==> config.mk <==
export PLATFORM = sky130hd
export DESIGN_NAME = irmode_gate_top
export DESIGN_NICKNAME = d
export VERILOG_FILES = /design/src/rtl/irg_pkg.sv /design/src/rtl/irg_regfile.sv /design/src/rtl/irg_apply.sv /design/src/rtl/irg_status.sv /design/src/rtl/irmode_gate_top.sv
export SDC_FILE = /design/constraint.sdc
export NUM_CORES = 1
export LEC_CHECK = 0
export ABC_AREA = 1
export BUFFER_PORTS_ARGS = -buffer_cell sky130_fd_sc_hd__clkbuf_2
export CORE_UTILIZATION = 37
export CTS_CLUSTER_DIAMETER = 50
export DETAILED_ROUTE_END_ITERATION = 16
export HOLD_SLACK_MARGIN = 0.15
export PLACE_DENSITY = 0.65
export SLEW_MARGIN = 20
export SYNTH_ARGS = -nofsm -noshare
export SYNTH_HDL_FRONTEND = slang
export SYNTH_SLANG_ARGS = --single-unit
==> constraint.sdc <==
create_clock -name clk -period 2.1 [get_ports clk]
set_input_delay 0 -clock clk [delete_from_list [all_inputs] [get_ports clk]]
set_output_delay 0 -clock clk [all_outputs]
set_load 0.01 [all_outputs]
==> src/rtl/irg_pkg.sv <==
// Package: shared register addresses, bit positions and the mode legality rule
// for the gated IR mode configuration block. Assumes 16-bit registers.
package irg_pkg;
    localparam int REG_W = 16;

    localparam int ADDR_CFG  = 0;
    localparam int ADDR_EN   = 1;
    localparam int ADDR_NPHY = 2;
    localparam int ADDR_CPHY = 3;

    // mode word bit positions
    localparam int CB_LOOP  = 14;
    localparam int CB_TXEN  = 12;
    localparam int CB_RXEN  = 11;
    localparam int CB_CRC16 = 7;
    localparam int CB_FAST  = 6;
    localparam int CB_MED   = 5;
    localparam int CB_SLOW  = 4;
    localparam logic [REG_W-1:0] CFG_MASK = 16'h5EFF;

    // enable register bit positions
    localparam int EB_EN   = 15;
    localparam int EB_ERR  = 14;
    localparam int EB_FAST = 13;
    localparam int EB_MED  = 12;
    localparam int EB_SLOW = 11;
    localparam int EB_TX   = 10;
    localparam int EB_RX   = 9;
    localparam int EB_CRC  = 8;

    // timing word fields
    localparam int BAUD_W = 6;
    localparam int PW_W   = 5;
    localparam int PRE_W  = 5;
    localparam int PRE_LSB  = 0;
    localparam int PW_LSB   = PRE_LSB + PRE_W;
    localparam int BAUD_LSB = PW_LSB + PW_W;

    typedef struct packed {
        logic err;
        logic fast;
        logic med;
        logic slow;
        logic crc16;
    } mode_stat_t;

    // A mode word is legal only when exactly one encoding bit is selected.
    function automatic logic mode_is_bad(input logic [REG_W-1:0] cfg);
        return $countones({cfg[CB_FAST], cfg[CB_MED], cfg[CB_SLOW]}) != 1;
    endfunction
endpackage

==> src/rtl/irg_regfile.sv <==
// Module: pending register storage and the enable bit.
// Holds the mode word, the pending timing word and the enable flag, and flags
// the write that raises enable from 0 (the only moment a config is applied).
// Assumes single-cycle writes; reads are handled elsewhere.
module irg_regfile
    import irg_pkg::*;
#(
    parameter int ADDR_W = 2
) (
    input  logic              clk,
    input  logic              rst_n,
    input  logic              wr_en,
    input  logic [ADDR_W-1:0] wr_addr,
    input  logic [REG_W-1:0]  wr_data,
    output logic [REG_W-1:0]  cfg_q,
    output logic [REG_W-1:0]  nphy_q,
    output logic              en_q,
    output logic              apply_o
);
    logic hit_cfg, hit_en, hit_nphy;

    // Address decode for the writable registers.
    always_comb begin
        hit_cfg  = wr_en && (wr_addr == ADDR_W'(ADDR_CFG));
        hit_en   = wr_en && (wr_addr == ADDR_W'(ADDR_EN));
        hit_nphy = wr_en && (wr_addr == ADDR_W'(ADDR_NPHY));
        apply_o  = hit_en && wr_data[EB_EN] && !en_q;
    end

    // Store writes; undefined mode bits are dropped at the store.
    always_ff @(posedge clk) begin
        if (!rst_n) begin
            cfg_q  <= '0;
            nphy_q <= '0;
            en_q   <= 1'b0;
        end else begin
            if (hit_cfg)  cfg_q  <= wr_data & CFG_MASK;
            if (hit_nphy) nphy_q <= wr_data;
            if (hit_en)   en_q   <= wr_data[EB_EN];
        end
    end
endmodule

==> src/rtl/irg_apply.sv <==
// Module: active configuration capture and mode decode.
// Copies the mode and timing words on the apply pulse, judges the mode legal
// or not, and gates all mode status with the live enable.
// Assumes apply_i is only asserted on the 0->1 enable write.
module irg_apply
    import irg_pkg::*;
(
    input  logic             clk,
    input  logic             rst_n,
    input  logic             apply_i,
    input  logic             en_i,
    input  logic [REG_W-1:0] cfg_i,
    input  logic [REG_W-1:0] nphy_i,
    output logic [REG_W-1:0] act_cfg_o,
    output logic [REG_W-1:0] act_phy_o,
    output mode_stat_t       stat_o
);
    logic [REG_W-1:0] act_cfg_q, act_phy_q;
    logic             bad_q;

    // Snapshot the pending words at the rising edge of enable only.
    always_ff @(posedge clk) begin
        if (!rst_n) begin
            act_cfg_q <= '0;
            act_phy_q <= '0;
            bad_q     <= 1'b0;
        end else if (apply_i) begin
            act_cfg_q <= cfg_i;
            act_phy_q <= nphy_i;
            bad_q     <= mode_is_bad(cfg_i);
        end
    end

    // Mode status: visible only while enabled, suppressed on an illegal mode.
    always_comb begin
        stat_o.err   = en_i && bad_q;
        stat_o.fast  = en_i && !bad_q && act_cfg_q[CB_FAST];
        stat_o.med   = en_i && !bad_q && act_cfg_q[CB_MED];
        stat_o.slow  = en_i && !bad_q && act_cfg_q[CB_SLOW];
        stat_o.crc16 = en_i && act_cfg_q[CB_CRC16];
        act_cfg_o    = act_cfg_q;
        act_phy_o    = act_phy_q;
    end

    AST_MODE_ONEHOT: assert property (@(posedge clk) disable iff (!rst_n)
        $onehot0({stat_o.fast, stat_o.med, stat_o.slow}));
    AST_ERR_NO_MODE: assert property (@(posedge clk) disable iff (!rst_n)
        stat_o.err |-> !(stat_o.fast || stat_o.med || stat_o.slow));
    AST_OFF_NO_MODE: assert property (@(posedge clk) disable iff (!rst_n)
        !en_i |-> !(stat_o.fast || stat_o.med || stat_o.slow || stat_o.err || stat_o.crc16));
    AST_ACT_HOLD: assert property (@(posedge clk) disable iff (!rst_n)
        !apply_i |=> ($stable(act_phy_q) && $stable(act_cfg_q)));
endmodule

==> src/rtl/irg_status.sv <==
// Module: live transmit/receive status and the read-data multiplexer.
// Composes the enable/status word and selects the addressed register.
// Assumes unmapped addresses read as zero.
module irg_status
    import irg_pkg::*;
#(
    parameter int ADDR_W = 2
) (
    input  logic              clk,
    input  logic              rst_n,
    input  logic [ADDR_W-1:0] rd_addr,
    input  logic [REG_W-1:0]  cfg_i,
    input  logic [REG_W-1:0]  nphy_i,
    input  logic [REG_W-1:0]  act_phy_i,
    input  logic              en_i,
    input  mode_stat_t        stat_i,
    output logic              tx_st_o,
    output logic              rx_st_o,
    output logic [REG_W-1:0]  rd_data_o
);
    logic [REG_W-1:0] en_word;

    // Transmit/receive status from the stored mode word.
    always_comb begin
        tx_st_o = cfg_i[CB_TXEN];
        rx_st_o = cfg_i[CB_RXEN] && (!cfg_i[CB_TXEN] || cfg_i[CB_LOOP]);
    end

    // Enable/status word; low byte always reads zero.
    always_comb begin
        en_word          = '0;
        en_word[EB_EN]   = en_i;
        en_word[EB_ERR]  = stat_i.err;
        en_word[EB_FAST] = stat_i.fast;
        en_word[EB_MED]  = stat_i.med;
        en_word[EB_SLOW] = stat_i.slow;
        en_word[EB_TX]   = tx_st_o;
        en_word[EB_RX]   = rx_st_o;
        en_word[EB_CRC]  = stat_i.crc16;
    end

    // Read multiplexer.
    always_comb begin
        if (rd_addr == ADDR_W'(ADDR_CFG))       rd_data_o = cfg_i;
        else if (rd_addr == ADDR_W'(ADDR_EN))   rd_data_o = en_word;
        else if (rd_addr == ADDR_W'(ADDR_NPHY)) rd_data_o = nphy_i;
        else if (rd_addr == ADDR_W'(ADDR_CPHY)) rd_data_o = act_phy_i;
        else                                    rd_data_o = '0;
    end

    AST_RX_NEEDS_LOOP: assert property (@(posedge clk) disable iff (!rst_n)
        (tx_st_o && rx_st_o) |-> cfg_i[CB_LOOP]);
endmodule

==> src/rtl/irmode_gate_top.sv <==
// Module: top of the gated IR mode configuration registers.
// Ties pending storage, edge-gated capture and status/read logic together and
// decodes the active configuration for the datapath.
// Assumes ADDR_W >= 2 so all four registers are reachable.
module irmode_gate_top
    import irg_pkg::*;
#(
    parameter int ADDR_W = 2
) (
    input  logic              clk,
    input  logic              rst_n,
    input  logic              wr_en,
    input  logic [ADDR_W-1:0] wr_addr,
    input  logic [15:0]       wr_data,
    input  logic [ADDR_W-1:0] rd_addr,
    output logic [15:0]       rd_data,
    output logic              ir_enable,
    output logic              fir_on,
    output logic              mir_on,
    output logic              sir_on,
    output logic              crc16_on,
    output logic              cfg_error,
    output logic              tx_active,
    output logic              rx_active,
    output logic [15:0]       active_cfg,
    output logic [5:0]        phy_baud,
    output logic [4:0]        phy_width,
    output logic [4:0]        phy_preamble
);
    logic [REG_W-1:0] cfg_q, nphy_q, act_phy;
    logic             en_q, apply;
    mode_stat_t       stat;

    irg_regfile #(.ADDR_W(ADDR_W)) regs_i (
        .clk(clk), .rst_n(rst_n), .wr_en(wr_en), .wr_addr(wr_addr),
        .wr_data(wr_data), .cfg_q(cfg_q), .nphy_q(nphy_q), .en_q(en_q),
        .apply_o(apply)
    );

    irg_apply apply_i (
        .clk(clk), .rst_n(rst_n), .apply_i(apply), .en_i(en_q),
        .cfg_i(cfg_q), .nphy_i(nphy_q), .act_cfg_o(active_cfg),
        .act_phy_o(act_phy), .stat_o(stat)
    );

    irg_status #(.ADDR_W(ADDR_W)) status_i (
        .clk(clk), .rst_n(rst_n), .rd_addr(rd_addr), .cfg_i(cfg_q),
        .nphy_i(nphy_q), .act_phy_i(act_phy), .en_i(en_q), .stat_i(stat),
        .tx_st_o(tx_active), .rx_st_o(rx_active), .rd_data_o(rd_data)
    );

    // Decoded outputs toward the datapath.
    always_comb begin
        ir_enable    = en_q;
        fir_on       = stat.fast;
        mir_on       = stat.med;
        sir_on       = stat.slow;
        crc16_on     = stat.crc16;
        cfg_error    = stat.err;
        phy_baud     = act_phy[BAUD_LSB +: BAUD_W];
        phy_width    = act_phy[PW_LSB +: PW_W];
        phy_preamble = act_phy[PRE_LSB +: PRE_W];
    end

    AST_APPLY_RAISES_EN: assert property (@(posedge clk) disable iff (!rst_n)
        apply |=> en_q);
endmodule

==> flow_summary.json, run 1 <==
{
  "syn_area_per_cell_um2": 6.796,
  "ys_warn_count": 0,
  "dpl_cell_area_um2": 3241,
  "wire_per_inst_um": 13.30,
  "path_cells": "inv_1, nor2_1, inv_1, nor2_1, nand2_1, nand4_1, clkbuf_2",
  "fin_util_pct": 49.49,
  "total_power_mw": 2.457,
  "dp_slack_ps": 576.1,
  "design_area_um2": 3590,
  "crit_type": "flip-flop to output pin",
  "die_w_um": 88.78,
  "antennaDiodeCount": 0,
  "ys_seq_elements": 60,
  "cts_buffer_depth": 2,
  "grt_pass1_wl_um": 12790,
  "cts.clk_slew.worst_paths_ps": 60,
  "nets": 523,
  "portBuffers": 75,
  "whs_ps": 180.1,
  "slew_violations": 0,
  "cellPowerDensity_nw_per_um2": 684.3,
  "finalSetupTns_ps": 0,
  "vias": 2941,
  "syn_area_um2": 2786,
  "fin_crit_ps": 1881,
  "antenna_found_initial": 0,
  "status": "complete, no violations",
  "cts_buffers": 9,
  "seqCellArea_um2": 1201,
  "max-cap-violations": 0,
  "grt_pass1_vias": 2626,
  "die_area_um2": 7882,
  "worst_slew_pin_slew_ps": 802.6,
  "timing.final.ws_setup_ps": 218.5,
  "hold_viol_final": 0,
  "endpoint_kind": "output pin",
  "slowest_stage": "dfxtp_1",
  "drt.antenna.violating_nets": 0,
  "start_util_pct": 38.42,
  "postSynthCellCount": 410,
  "required_ps": 2100,
  "grt_max_degree": 61,
  "cpPeakStageDelay_ps": 440,
  "max_freq_mhz": 531.5,
  "drive_above_1_share_pct": 20.20,
  "slew_headroom_pct": 46.37,
  "leakagePower_nw": 1.623,
  "rsz0062_at_grt": "no",
  "root_buffer": "clkbuf_8",
  "dp.final_hpwl_um": 5250,
  "viasPerCell": 4.910,
  "instances_no_fill": 599,
  "multi_input_area_um2": 1299,
  "hp-class": "input port to flip-flop",
  "finClkSkew_ps": 6.054,
  "area_growth_pct": 28.83,
  "drt-initial-drc-count": 159,
  "setup_violations": 0,
  "dpl.cell_count": 566,
  "dr.pass1.iters": 5,
  "grt_usage_pct": 21.71,
  "clkLatencyLatePin_ps": 330,
  "place_congestion": 0.8013,
  "seq_area_frac_synth_pct": 43.11,
  "cp_max_fo": 22,
  "nFillCells": 761,
  "gr-total-overflow": 0,
  "fp-row-count": 31,
  "start_kind": "flip-flop",
  "postCtsSetupBuffers": 0,
  "drcViolationCount": 0,
  "coreArea_um2": 7253,
  "cts_sinks": 60,
  "drt-total-wl_um": 7968,
  "die_h_um": 88.78,
  "post-route-period-util_pct": 89.59,
  "cp_data_arrival_time_ps": 1880,
  "ys_types": 22,
  "peakVddDrop_v": 0.0002911,
  "h-tree-depth": 3,
  "ios": 79,
  "cts_tree": "done"
}
-- cell type report --
type                    instances  share of cell area (%)
well taps                      99                   3.451
flip-flops and latches         60                   33.46
clock buffers                  13                   4.427
clock inverters                 2                  0.2788
repair buffers                102                   17.71
inverters                      43                   4.496
multi-input cells             280                   36.18
-- registers in the layout (all words and copies together) (netlist names) --
name / cells
regs_i.nphy_q: 16
apply_i.act_cfg_o: 13
regs_i.en_q: 1
regs_i.cfg_q: 13
apply_i.act_phy_o: 16
apply_i.bad_q: 1
-- kinds of logic (layout without fill, tap and decap cells) --
kind of cell | Yosys count | count (layout) | synth area share (%)
compound gates | 58 | 58 | 11.76
fa+ha+maj | 4 | 4 | 2.066
buf+inv | 72 | 160 | 10.73
flops | 60 | 60 | 43.11
other cells | 1 | 3 | 0.1346
simple gates | 215 | 215 | 32.20
-- Yosys cell counts (all sizes together) --
cell | instances | share of area, %
nor2 | 101 | 14
nand2 | 79 | 11
dfxtp | 60 | 43
inv | 43 | 5.8
nand4 | 33 | 7.4
o21ai | 30 | 5.4
buf | 17 | 3.3
a21oi | 14 | 2.5
clkbuf | 12 | 1.6
o211ai | 11 | 3.0
ha | 3 | 1.3
o2111ai | 2 | 0.63
a21boi | 1 | 0.27
conb | 1 | 0.13
fa | 1 | 0.72
nand3 | 1 | 0.18
nand3b | 1 | 0.27
-- layout by cell type (no fill, tap or decap) --
cell type,count
o21ai_0,28
a21oi_1,14
o21ai_1,2
conb_1,3
ha_1,3
nand4_1,33
nor2_1,98
nor2_2,3
dlygate4sd3_1,18
o2111ai_1,2
clkbuf_1,2
nand3_1,1
buf_12,1
a21boi_0,1
dfxtp_1,60
buf_4,8
nand2_1,79
clkbuf_8,11
inv_2,1
clkinv_2,2
clkbuf_2,75
fa_1,1
o211ai_1,11
nand3b_1,1
inv_1,42
-- worst paths after layout --
check	endpoint	from	slack, ps	cells after the start
worst min register to register	regs_i.cfg_q[7]	regs_i.cfg_q[7]	480	2
worst max-delay path	rd_data[12]	regs_i.en_q	220	7
worst max register to register	apply_i.act_phy_o[8]	regs_i.en_q	560	5
worst min-delay path	apply_i.act_phy_o[1]	wr_addr[1]	180	5
-- metal layers --
| metal | part of all wire (%) | vias up | GRT usage [%] |
|---|---|---|---|
| met1 | 47 | 1316 | 29.92 |
| met2 | 44 | 135 | 34.27 |
| met4 | 1.7 | 0 | 8.211 |
| li1 | - | 1478 | - |
| met3 | 7.5 | 12 | 3.265 |
| met5 | 0 | - | 0 |
-- where the power goes --
group	internal (mW)	total, mW	switching [mW]
sequential	1.19	1.22	0.0320
combinational	0.125	0.324	0.199
clock	0.483	0.913	0.430
total	1.80	2.46	0.661
-- critical path: cells and delay by family, from the launching register on --
family | cells | cell delay (ps)
buffers and inverters | 3 | 570
and+or+nand+nor | 4 | 540
DFF | 1 | 440
-- repair_timing --
item	4_1_cts	5_1_grt
hold buffers	18	0
endpoints found under the hold margin	29	0
resized for setup	0	0
Note: power is estimated with default switching activity, not from simulation.
==> run 2: changes to the inputs <==
--- a/config.mk
+++ b/config.mk
@@ -7,11 +7,13 @@
 export LEC_CHECK = 0
 export ABC_AREA = 1
 export BUFFER_PORTS_ARGS = -buffer_cell sky130_fd_sc_hd__clkbuf_2
+export CORE_MARGIN = 3
 export CORE_UTILIZATION = 37
 export CTS_CLUSTER_DIAMETER = 50
 export DETAILED_ROUTE_END_ITERATION = 16
 export HOLD_SLACK_MARGIN = 0.15
 export PLACE_DENSITY = 0.65
+export SKIP_CTS_REPAIR_TIMING = 1
 export SLEW_MARGIN = 20
 export SYNTH_ARGS = -nofsm -noshare
 export SYNTH_HDL_FRONTEND = slang
==> constraint.sdc (replaced) <==
create_clock -name clk -period 2.3 [get_ports clk]
set_input_delay 0 -clock clk [delete_from_list [all_inputs] [get_ports clk]]
set_output_delay 0 -clock clk [all_outputs]
set_load 0.01 [all_outputs]
==> run 2 against run 1 <==
Compared with the run above: flip-flop and latch count is the same; utilization decreased by 0.57 points; power is 9.3% lower; via count fell by 0.51%; die area is 9.2% higher; hold slack worse by 96 ps; setup slack gained 260 ps; sequential share of layout area rose by 0.21 points; cell area is 0.63% lower; highest routed layer unchanged.
==> flow_summary.json, run 2 (synthesis results as in run 1) <==
{
  "status": "complete, no violations",
  "drt.antenna.violating_nets": 0,
  "endpoint_kind": "output pin",
  "cts_tree": "done",
  "rrSetupSlack_ps": 790,
  "crit_type": "flip-flop to output pin",
  "finalSetupTns_ps": 0,
  "design_area_um2": 3567,
  "nets": 522,
  "die_area_um2": 8608,
  "grt_usage_pct": 18.49,
  "setup_violations": 0,
  "grt_max_degree": 39,
  "dpl_cell_area_um2": 3228,
  "ios": 79,
  "reg2reg_to": "apply_i.bad_q",
  "hold_viol_final": 0,
  "vias": 2926,
  "gr-total-overflow": 0,
  "layout_commonest_cell": "nor2_1",
  "peakVddDrop_v": 0.0003051,
  "startpoint": "regs_i.en_q",
  "rr_worst_depth": 6,
  "drcViolationCount": 0,
  "cp_max_fo": 16,
  "grt_pass1_vias": 2678,
  "cts_sinks": 60,
  "portBuffers": 75,
  "clkLatencyLatePin_ps": 330,
  "drive_above_1_share_pct": 20.24,
  "antenna_found_initial": 0,
  "hp-class": "input port to flip-flop",
  "cellPowerDensity_nw_per_um2": 624.7,
  "drt-total-wl_um": 7707,
  "r2r-start": "regs_i.en_q",
  "fin_crit_ps": 1825,
  "cts_buffer_depth": 2,
  "slew_headroom_pct": 43.51,
  "viasPerCell": 4.893,
  "cp_data_arrival_time_ps": 1830,
  "grt_pass1_wl_um": 12810,
  "fp-row-count": 31,
  "dp.final_hpwl_um": 5393,
  "die_w_um": 92.78,
  "area_growth_pct": 28.02,
  "slew_violations": 0,
  "place_congestion": 0.8356,
  "endpoint": "rd_data[11]",
  "cts_buffers": 9,
  "coreArea_um2": 7292,
  "finClkSkew_ps": 5.241,
  "dr.pass1.iters": 4,
  "worst_slew_pin_slew_ps": 845.4,
  "rsz0062_at_grt": "no",
  "drt-initial-drc-count": 135,
  "max_freq_mhz": 547.9,
  "final_cell_mix": "nor2_1 (98), nand2_1 (79), clkbuf_2 (75)",
  "antennaDiodeCount": 0,
  "start_util_pct": 38.21,
  "required_ps": 2300,
  "post-route-period-util_pct": 79.36,
  "max-cap-violations": 0,
  "wire_per_inst_um": 12.89,
  "root_buffer": "clkbuf_8",
  "die_h_um": 92.78,
  "h-tree-depth": 3,
  "leakagePower_nw": 1.615,
  "start_kind": "flip-flop",
  "cts.clk_slew.worst_paths_ps": 60,
  "holdPathStages": 3
}
## run 2: cell type report
type                            instances  area, um2
Clock buffer                           13      158.9
Clock inverter                          2      10.01
Fill cell                             786       3725
Inverter                               43      161.4
Multi-Input combinational cell        280       1299
Sequential cell                        60       1201
Tap cell                               99      123.9
Timing Repair Buffer                  101      613.1
## run 2: metal layers
layer,vias up,GRT usage [%],share of wire [%]
met5,-,0,0
met4,0,7.448,1.0
met3,6,3.737,8.3
met2,112,27.41,44
met1,1326,26.13,47
li1,1482,-,-
## run 2: worst max-delay path, cell delays in order (launching register included)
cell and delay [ps]:
dfxtp_1 450, inv_1 310, nor2_1 230, inv_1 90
nor2_1 140, nand2_1 60, nand4_1 90, clkbuf_2 130
## run 2: through the flow
stage | total power, mW | utilization (%) | hold WS, ps | instances | setup slack (ps)
2_1_floorplan | 1.303 | - | 134.9 | 412 | 1017
3_3_place_gp | 1.402 | 44.27 | 232.1 | 566 | 891.0
3_5_place_dp | 1.407 | 44.27 | 239.3 | 566 | 828.7
4_1_cts | 2.230 | 46.59 | -106.9 | 581 | 469.7
5_1_grt | 2.340 | 48.92 | 192.7 | 598 | 230.8
6_report | 2.228 | 48.92 | 84.50 | 598 | 474.7
## run 2: how the worst min path moves through the flow
stage / from / endpoint
3_5_place_dp: wr_data[13] / regs_i.nphy_q[13]
4_1_cts: wr_data[13] / regs_i.nphy_q[13]
2_1_floorplan: wr_data[0] / regs_i.nphy_q[0]
6_report: wr_addr[1] / regs_i.en_q
3_3_place_gp: wr_data[13] / regs_i.nphy_q[13]
5_1_grt: wr_data[15] / regs_i.nphy_q[15]
## run 2: report_power, final
group	total (mW)	switching (mW)	internal, mW
combinational	0.291	0.179	0.112
sequential	1.11	0.0288	1.08
clock	0.824	0.383	0.441
total	2.23	0.590	1.64
